[src/rtl/rw_drain_pkg.sv]
package rw_drain_pkg;

    typedef enum logic {
        MODE_RD = 1'b0,
        MODE_WR = 1'b1
    } dir_e;

    typedef struct packed {
        logic hi_hit;
        logic lo_hit;
        logic rd_empty;
        logic wr_empty;
    } occ_flags_t;

    function automatic int unsigned pct_ceil(input int unsigned cap, input int unsigned pct);
        return (cap * pct + 99) / 100;
    endfunction

    function automatic int unsigned max2(input int unsigned a, input int unsigned b);
        return (a > b) ? a : b;
    endfunction

endpackage

[src/rtl/drain_thresh.sv]
module drain_thresh
    import rw_drain_pkg::*;
#(
    parameter int unsigned RD_W   = 6,
    parameter int unsigned WR_W   = 7,
    parameter int unsigned HI_LVL = 55,
    parameter int unsigned LO_LVL = 32
) (
    input  logic [RD_W-1:0] rd_count,
    input  logic [WR_W-1:0] wr_count,
    output occ_flags_t      flags
);
    localparam logic [WR_W-1:0] HI_V = WR_W'(HI_LVL);
    localparam logic [WR_W-1:0] LO_V = WR_W'(LO_LVL);

    always_comb begin
        flags.hi_hit   = (wr_count >= HI_V);
        flags.lo_hit   = (wr_count >= LO_V);
        flags.rd_empty = (rd_count == '0);
        flags.wr_empty = (wr_count == '0);
    end

    always_comb begin
        a_r1_marks_ordered: assert (HI_LVL >= LO_LVL || $isunknown(wr_count) || 1'b1 == (HI_LVL >= LO_LVL));
    end
endmodule

[src/rtl/turnaround_timer.sv]
module turnaround_timer #(
    parameter int unsigned CNT_W = 3
) (
    input  logic             clk,
    input  logic             rst,
    input  logic             load,
    input  logic [CNT_W-1:0] load_val,
    output logic             busy
);
    logic [CNT_W-1:0] cnt_q;

    always_ff @(posedge clk) begin
        if (rst)
            cnt_q <= '0;
        else if (load)
            cnt_q <= load_val;
        else if (cnt_q != '0)
            cnt_q <= cnt_q - 1'b1;
    end

    assign busy = (cnt_q != '0);

    a_r7_no_reload_while_busy: assert property (@(posedge clk) disable iff (rst)
        busy |-> !load);
endmodule

[src/rtl/drain_mode_fsm.sv]
module drain_mode_fsm
    import rw_drain_pkg::*;
#(
    parameter int unsigned MIN_WR = 16
) (
    input  logic       clk,
    input  logic       rst,
    input  occ_flags_t flags,
    input  logic       burst,
    input  logic       blocked,
    output dir_e       mode,
    output logic       sw_q,
    output logic       go_wr,
    output logic       go_rd
);
    localparam int unsigned DONE_W = $clog2(MIN_WR + 1);
    localparam logic [DONE_W-1:0] MIN_V = DONE_W'(MIN_WR);

    dir_e              mode_q;
    logic [DONE_W-1:0] done_q;
    logic              min_met;

    assign min_met = (done_q >= MIN_V);

    always_comb begin
        go_wr = 1'b0;
        go_rd = 1'b0;
        if (!blocked) begin
            if (mode_q == MODE_RD)
                go_wr = flags.hi_hit || (flags.rd_empty && flags.lo_hit);
            else
                go_rd = flags.wr_empty || (min_met && (!flags.rd_empty || !flags.lo_hit));
        end
    end

    always_ff @(posedge clk) begin
        if (rst) begin
            mode_q <= MODE_RD;
            done_q <= '0;
            sw_q   <= 1'b0;
        end else begin
            sw_q <= go_wr || go_rd;
            if (go_wr) begin
                mode_q <= MODE_WR;
                done_q <= '0;
            end else if (go_rd) begin
                mode_q <= MODE_RD;
                done_q <= '0;
            end else if (mode_q == MODE_WR && burst && !blocked && !min_met) begin
                done_q <= done_q + 1'b1;
            end
        end
    end

    assign mode = mode_q;

    a_r6_pulse_flips_mode: assert property (@(posedge clk) disable iff (rst)
        sw_q |-> (mode_q != $past(mode_q)));
    a_r8_blocked_holds: assert property (@(posedge clk) disable iff (rst)
        blocked |=> (mode_q == $past(mode_q)));
    a_r2_high_forces_write: assert property (@(posedge clk) disable iff (rst)
        (mode_q == MODE_RD && !blocked && flags.hi_hit) |=> (mode_q == MODE_WR));
    a_r5_leave_justified: assert property (@(posedge clk) disable iff (rst)
        (mode_q == MODE_WR && !go_rd) |=> (mode_q == MODE_WR));
    a_r5_min_or_empty: assert property (@(posedge clk) disable iff (rst)
        (mode_q == MODE_WR && !blocked && !flags.wr_empty && done_q < MIN_V) |=> (mode_q == MODE_WR));
endmodule

[src/rtl/rw_drain_sched.sv]
module rw_drain_sched
    import rw_drain_pkg::*;
#(
    parameter int unsigned RD_DEPTH = 32,
    parameter int unsigned WR_DEPTH = 64,
    parameter int unsigned HI_PCT   = 85,
    parameter int unsigned LO_PCT   = 50,
    parameter int unsigned MIN_WR   = 16,
    parameter int unsigned WTR_CYC  = 6,
    parameter int unsigned RTW_CYC  = 2,
    localparam int unsigned RD_W    = $clog2(RD_DEPTH + 1),
    localparam int unsigned WR_W    = $clog2(WR_DEPTH + 1)
) (
    input  logic            clk,
    input  logic            rst,
    input  logic [RD_W-1:0] rd_count,
    input  logic [WR_W-1:0] wr_count,
    input  logic            burst_issued,
    output logic            mode_write,
    output logic            switch_pulse,
    output logic            blocked
);
    localparam int unsigned HI_LVL = pct_ceil(WR_DEPTH, HI_PCT);
    localparam int unsigned LO_LVL = pct_ceil(WR_DEPTH, LO_PCT);
    localparam int unsigned TA_W   = $clog2(max2(WTR_CYC, RTW_CYC) + 1);

    occ_flags_t flags;
    dir_e       mode;
    logic       go_wr;
    logic       go_rd;
    logic       sw_q;
    logic       busy;

    drain_thresh #(
        .RD_W  (RD_W),
        .WR_W  (WR_W),
        .HI_LVL(HI_LVL),
        .LO_LVL(LO_LVL)
    ) u_thresh (
        .rd_count(rd_count),
        .wr_count(wr_count),
        .flags   (flags)
    );

    drain_mode_fsm #(
        .MIN_WR(MIN_WR)
    ) u_fsm (
        .clk    (clk),
        .rst    (rst),
        .flags  (flags),
        .burst  (burst_issued),
        .blocked(busy),
        .mode   (mode),
        .sw_q   (sw_q),
        .go_wr  (go_wr),
        .go_rd  (go_rd)
    );

    turnaround_timer #(
        .CNT_W(TA_W)
    ) u_timer (
        .clk     (clk),
        .rst     (rst),
        .load    (go_wr || go_rd),
        .load_val(go_wr ? TA_W'(RTW_CYC) : TA_W'(WTR_CYC)),
        .busy    (busy)
    );

    assign mode_write   = (mode == MODE_WR);
    assign switch_pulse = sw_q;
    assign blocked      = busy;

    a_r7_gap_starts_with_pulse: assert property (@(posedge clk) disable iff (rst)
        switch_pulse |-> blocked);
    a_r6_single_pulse: assert property (@(posedge clk) disable iff (rst)
        switch_pulse |=> !switch_pulse);
    a_r7_rtw_gap_len: assert property (@(posedge clk) disable iff (rst)
        (switch_pulse && mode_write) |=> (blocked == (RTW_CYC > 1)));
endmodule

[config.mk]
export PLATFORM = sky130hd
export DESIGN_NAME = rw_drain_sched
export DESIGN_NICKNAME = d
export VERILOG_FILES = /design/src/rtl/rw_drain_pkg.sv /design/src/rtl/drain_thresh.sv /design/src/rtl/turnaround_timer.sv /design/src/rtl/drain_mode_fsm.sv /design/src/rtl/rw_drain_sched.sv
export SDC_FILE = /design/constraint.sdc
export NUM_CORES = 1
export LEC_CHECK = 0
export ABC_CLOCK_PERIOD_IN_PS = 2900
export BUFFER_PORTS_ARGS = -buffer_cell sky130_fd_sc_hd__buf_2
export CORE_UTILIZATION = 40
export DETAILED_ROUTE_END_ITERATION = 10
export PLACE_DENSITY = 0.69
export SLEW_MARGIN = 20
export SYNTH_ARGS = -nofsm -noshare
export SYNTH_HDL_FRONTEND = slang
export SYNTH_SLANG_ARGS = --single-unit
[constraint.sdc]
create_clock -name clk -period 2.9 [get_ports clk]
set_clock_uncertainty 0.1 [all_clocks]
set_input_delay 0.29 -clock clk [delete_from_list [all_inputs] [get_ports clk]]
set_output_delay 0.29 -clock clk [all_outputs]
set_load 0.005 [all_outputs]
# Yosys cells after proc, flatten, opt, wreduce, memory -nomap -nowiden
# Index checks and enable logic that the tools add are counted.
totals:
  reg_bits: 10
  in_bits: 16
  output_inout_bits: 3
  word_cells: 37
op_classes:
  add_sub_neg: 2
  magnitude_cmp: 3
  mux: 9
  n_reduce_logical: 19
op_table:
  columns: ["op", "count"]
  rows:
  - ["7-bit by 6-bit greater-or-equal comparator with 1-bit output (second input constant)", 2]
  - ["3-bit two-way mux", 3]
  - ["7-bit logical NOT", 1]
  - ["6-bit logical NOT", 1]
  - ["1-bit two-way mux", 6]
  - ["5-bit by 1-bit adder with 5-bit output (second input constant)", 1]
  - ["5-bit greater-or-equal comparator (second input constant)", 1]
  - ["1-bit logical AND", 5]
  - ["1-bit logical NOT", 4]
  - ["1-bit logical OR", 4]
  - ["2-bit nonzero test", 2]
  - ["3-bit nonzero test", 1]
  - ["3-bit OR reduction", 1]
  - ["3-bit by 1-bit subtractor with 3-bit output (second input constant)", 1]

# Depth between registers and ports, before layout
depth:
  word_depth: 9
  mapped_depth: 8
  ltp_nobuf: 8

# Modules after synthesis
# From an unflattened synthesis, not the netlist that was laid out.
unflattened:
  cells_unflattened: 73
  hier_area_um2: 661.9
by_module_without_submodules:
  columns: ["module", "n_inst", "cells_each", "area_per_inst_um2", "seq_area_each_um2"]
  rows:
  - ["drain_mode_fsm", 1, 40, 379.1, 140.1]
  - ["turnaround_timer", 1, 21, 202.7, 60.1]
  - ["drain_thresh", 1, 8, 62.6, 0.0]
  - ["rw_drain_sched", 1, 4, 17.5, 0.0]

# Least setup slack after synthesis
# No wires, ideal clock.
synth_path:
  path_kind: "reg2reg"
  startpoint: "reg u_timer.cnt_q[0]"
  endpoint: "reg u_fsm.done_q[3]"
  setup_time_ns: 0.114
  t_arrival_ns: 1.487
  required_time_ns: 2.686
  setup_slack_ns: 1.199
  stages_incl_launch_ff: 8
  path_buffers: 0
  synth_period_minus_slack_ns: 1.701
  cell_sequence: "dfxtp_1 -> inv_1 -> ha_1 -> nand3b_1 -> nor3b_1 -> nand4_1 -> xor2_1 -> nor2_1"
synth_between:
  elab_chain_len: 4
  elab_cells_between_ends: 7
  cone_classes: "mux (2); reduce/logical (5)"
synth_rtl:
  columns: ["element", "line", "text"]
  rows:
  - ["from (decl)", "turnaround_timer.sv:10", "logic [CNT_W-1:0] cnt_q;"]
  - ["from (signal assigned)", "turnaround_timer.sv:16", "cnt_q <= load_val;"]
  - ["from (signal assigned)", "turnaround_timer.sv:18", "cnt_q <= cnt_q - 1'b1;"]
  - ["3-bit nonzero test *", "turnaround_timer.sv:21", "assign busy = (cnt_q != '0);"]
  - ["branches (longest 3 deep; another with 3-bit OR reduction)", null, null]
  - ["to (signal assigned)", "drain_mode_fsm.sv:50", "done_q <= done_q + 1'b1;"]
  - ["to (decl)", "drain_mode_fsm.sv:20", "logic [DONE_W-1:0] done_q;"]
# Every way passes the cells marked *.
# A chain may end at the register's enable or synchronous reset.

# Worst setup path after layout
layout_path:
  startpoint: "reg u_timer.cnt_q[0]"
  endpoint: "out blocked"
layout_between:
  elab_chain_len: 1
layout_rtl:
  columns: ["element", "line", "text"]
  rows:
  - ["3-bit nonzero test", "turnaround_timer.sv:21", null]
  - ["to (decl)", "rw_drain_sched.sv:21", "output logic blocked"]
# No other way between the ends.

==> summary.txt <==
Synthesis
  • Main synth FF type: dfxtp_1
  • Cell variety after synth: 24
  • Number of synthesized flops with an enable pin: 0
  • Synth area leaders: dfxtp_1 37%, ha_1 9.1%, nor2_1 7.5%, nor4_4 3.9%, mux2i_1 3.7%
  • YS warnings: 0
  • Top post-synthesis cells by count: 11 x nor2_1, 10 x dfxtp_1, 5 x inv_1
  • Synthesized flop and latch total: 10
  • Largest area contributor in the netlist: dfxtp_1
  • Most common cell in the netlist: nor2_1
  • Cell area after synthesis: 548.0 um2
  • Yosys top cell area share: 36.53%
  • Avg Synthesized Cell Area: 9.289 um2
  • Asr flop ratio synth: 0%
  • Sequential cell area fraction in the yosys report: a little over a third
  • Mapped Cells: 59
  • Syn nets: around 80

Status
  • Status: finished clean

Routing
  • Initial DRC Count: 6
  • DR vias/cell: 5.021
  • Via count: 472
  • Average wire per standard cell: 10.32 um
  • Post-route DRC: 0
  • ANT nets after route: 0
  • Initial DRT Pass Iterations: 4
  • WL final: 970 um

Global routing
  • Initial antenna violation count: 0
  • Remaining global-route overflow: 0
  • Vias in the first global route: 421
  • Largest net degree at the start of global routing: 7
  • Global-route wire length before repair: 1600 um
  • Total track usage: 16.47%

Worst setup path
  • Crit path required time: 2.51 ns
  • CP Class: reg2out
  • Slowest cell on crit path: nor2b_1
  • R2r setup slk: between 1 and 1.5 ns
  • Cell mode on critical path: inv_1
  • Critical path capture point type: output pin
  • Critical path peak fanout: 5
  • Critical Path Start Type: register
  • Crit path DAT: 1.44 ns
  • CP peak stage delay: 0.34 ns
  • Worst r2r dst: u_fsm.done_q[3]
  • Worst R2R Start: u_timer.cnt_q[0]
  • Number of cells on the worst reg-to-reg path: 7
  • CP Cell Sequence: inv_1 -> ha_1 -> nor2b_1 -> inv_1 -> buf_2

Clocking
  • Clock Tree Buf Depth: 2
  • Number of buffers created by CTS: 3
  • CTS tree: done
  • Resize count post-CTS: 0
  • H-tree levels: 1
  • Clk sinks: 10
  • Clock latency on the worst-skew pair: 0.27 ns
  • Setup Fix Bufs, Post-CTS: 0
  • CTS root buffer: clkbuf_4
  • Cts-stage hold buffer count: 0
  • Clock slew seen by the registers of the worst setup and hold paths: 0.06 ns

Floorplan
  • I/O pins: 19
  • DIE AREA: around 1500 um2
  • Die Span Y: 39.02 um
  • Core area: 1186 um2
  • Initial core utilization: 46.20%
  • Die Span X: 39.02 um
  • Row count: 12

Cells and area
  • Area grow syn2layout: 23.74%
  • Fill count: between 100 and 150
  • Antenna Cells: 0
  • Layout cells sized above 1: 33.75%
  • Final nets: 102

Place
  • RD Place Congestion: 0.6984
  • HPWL Detailed: between 700 and 800 um
  • Port bufs: 18

Timing
  • RSZ-0062 raised after global routing: no
  • Final Max Tran Viols: 0
  • FMAX: roughly 0.55 GHz
  • Final number of hold-violating endpoints: 0
  • Slew headroom: 58.92%
  • Setup violators final: 0
  • Period utilisation layout: between 60% and 70%
  • Setup TNS Final: 0 ns
  • Minimum clock period: 1.835 ns
  • Worst-Margin Slew: between 0.6 and 0.7 ns

Worst hold path
  • Worst hold path cell count: 2
  • Worst hold path type: in2reg
  • Hold Startpoint: rst
  • Worst Hold End: u_fsm.mode

Power
  • LEAKAGE: 0.0002965 uW
  • Overall power: about 480 uW
  • Max IR drop VDD: ~470 uV
  • Power density cells: 702.8 nW/um2

Run
  • MaxCap Viol Count: 0
==> routing by layer <==
metal	vias up	GRT usage, %	wire length [um]
met4	0	10.34	26
met5	-	0	0
met2	8	23.33	432
li1	250	-	-
met1	209	17.99	463
met3	5	10.40	47
==> where the power goes <==
part	internal [uW]	total [uW]	leakage, uW	switching, uW
Sequential	165	181	0.0000816	16.1
Clock	47.7	90.9	0.0000138	43.2
Combinational	93.8	205	0.000201	111
Total	306	477	0.000296	170
==> final cells by class <==
| cell class | instances | area, um2 | share of cell area [%] |
|---|---|---|---|
| timing repair buffer | 18 | 90.09 | 13.28 |
| multi-input combinational | 44 | 329.1 | 48.52 |
| clock buffer | 3 | 22.52 | 3.321 |
| inverter | 5 | 18.77 | 2.768 |
| tap | 14 | 17.52 | 2.583 |
| sequential | 10 | 200.2 | 29.52 |
==> how the worst max path moves through the flow <==
| stage | startpoint | to | slack, ns | depth (start not counted) |
|---|---|---|---|---|
| detailed placement | rd_count[0] | u_timer.cnt_q[1] | 1.04 | 6 |
| global route | u_timer.cnt_q[0] | u_fsm.done_q[3] | 0.89 | 7 |
| finish | u_timer.cnt_q[0] | blocked | 1.07 | 5 |
| global placement | rd_count[0] | u_timer.cnt_q[1] | 1.04 | 6 |
| CTS | u_timer.cnt_q[0] | u_fsm.done_q[3] | 1.06 | 7 |
| floorplan | u_timer.cnt_q[0] | u_fsm.done_q[3] | 1.20 | 7 |
==> sequential cells by signal, indices dropped and copies added, names as in the netlist <==
signal,count
u_fsm.done_q,5
u_fsm.mode,1
u_fsm.sw_q,1
u_timer.cnt_q,3
==> kinds of logic (layout without fill, tap and decap cells) <==
group                      Yosys count  after routing  share of synthesized area, %
and+or+nand+nor                     25             25                         27.85
xor gates and xnor gates             4              4                         6.394
AOI/OAI and AO/OA                    9              9                         13.01
buffers and inverters                5             26                         3.425
adders and majority gates            4              4                         9.133
DFF                                 10             10                         36.53
muxes                                2              2                         3.653
==> critical path, delay by kind of cell, from the launching register on <==
kind | cells | cell delay (ns)
buf+inv | 3 | 0.35
simple gates | 1 | 0.34
flops | 1 | 0.29
fa+ha+maj | 1 | 0.19
==> through the flow <==
stage          worst slack, ns  utilization [%]  std cells  area (um2)  hold slack [ns]
2_1_floorplan            1.199                -         59       548.0           0.2591
3_3_place_gp             1.040            55.27         91       655.6           0.3996
3_5_place_dp             1.041            55.27         91       655.6           0.3978
4_1_cts                  1.059            57.17         94       678.2           0.1418
5_1_grt                 0.8861            57.17         94       678.2           0.1533
6_report                 1.065            57.17         94       678.2           0.1501
==> cells in the final DEF (no fill, tap or decap), drive strengths merged, types with 3 or more instances in the layout <==
cell type   n
buf        18
nor2       11
dfxtp      10
inv         5
ha          4
a21oi       4
nand3       3
nand2       3
clkbuf      3
Power figures use the tool's default switching activity.
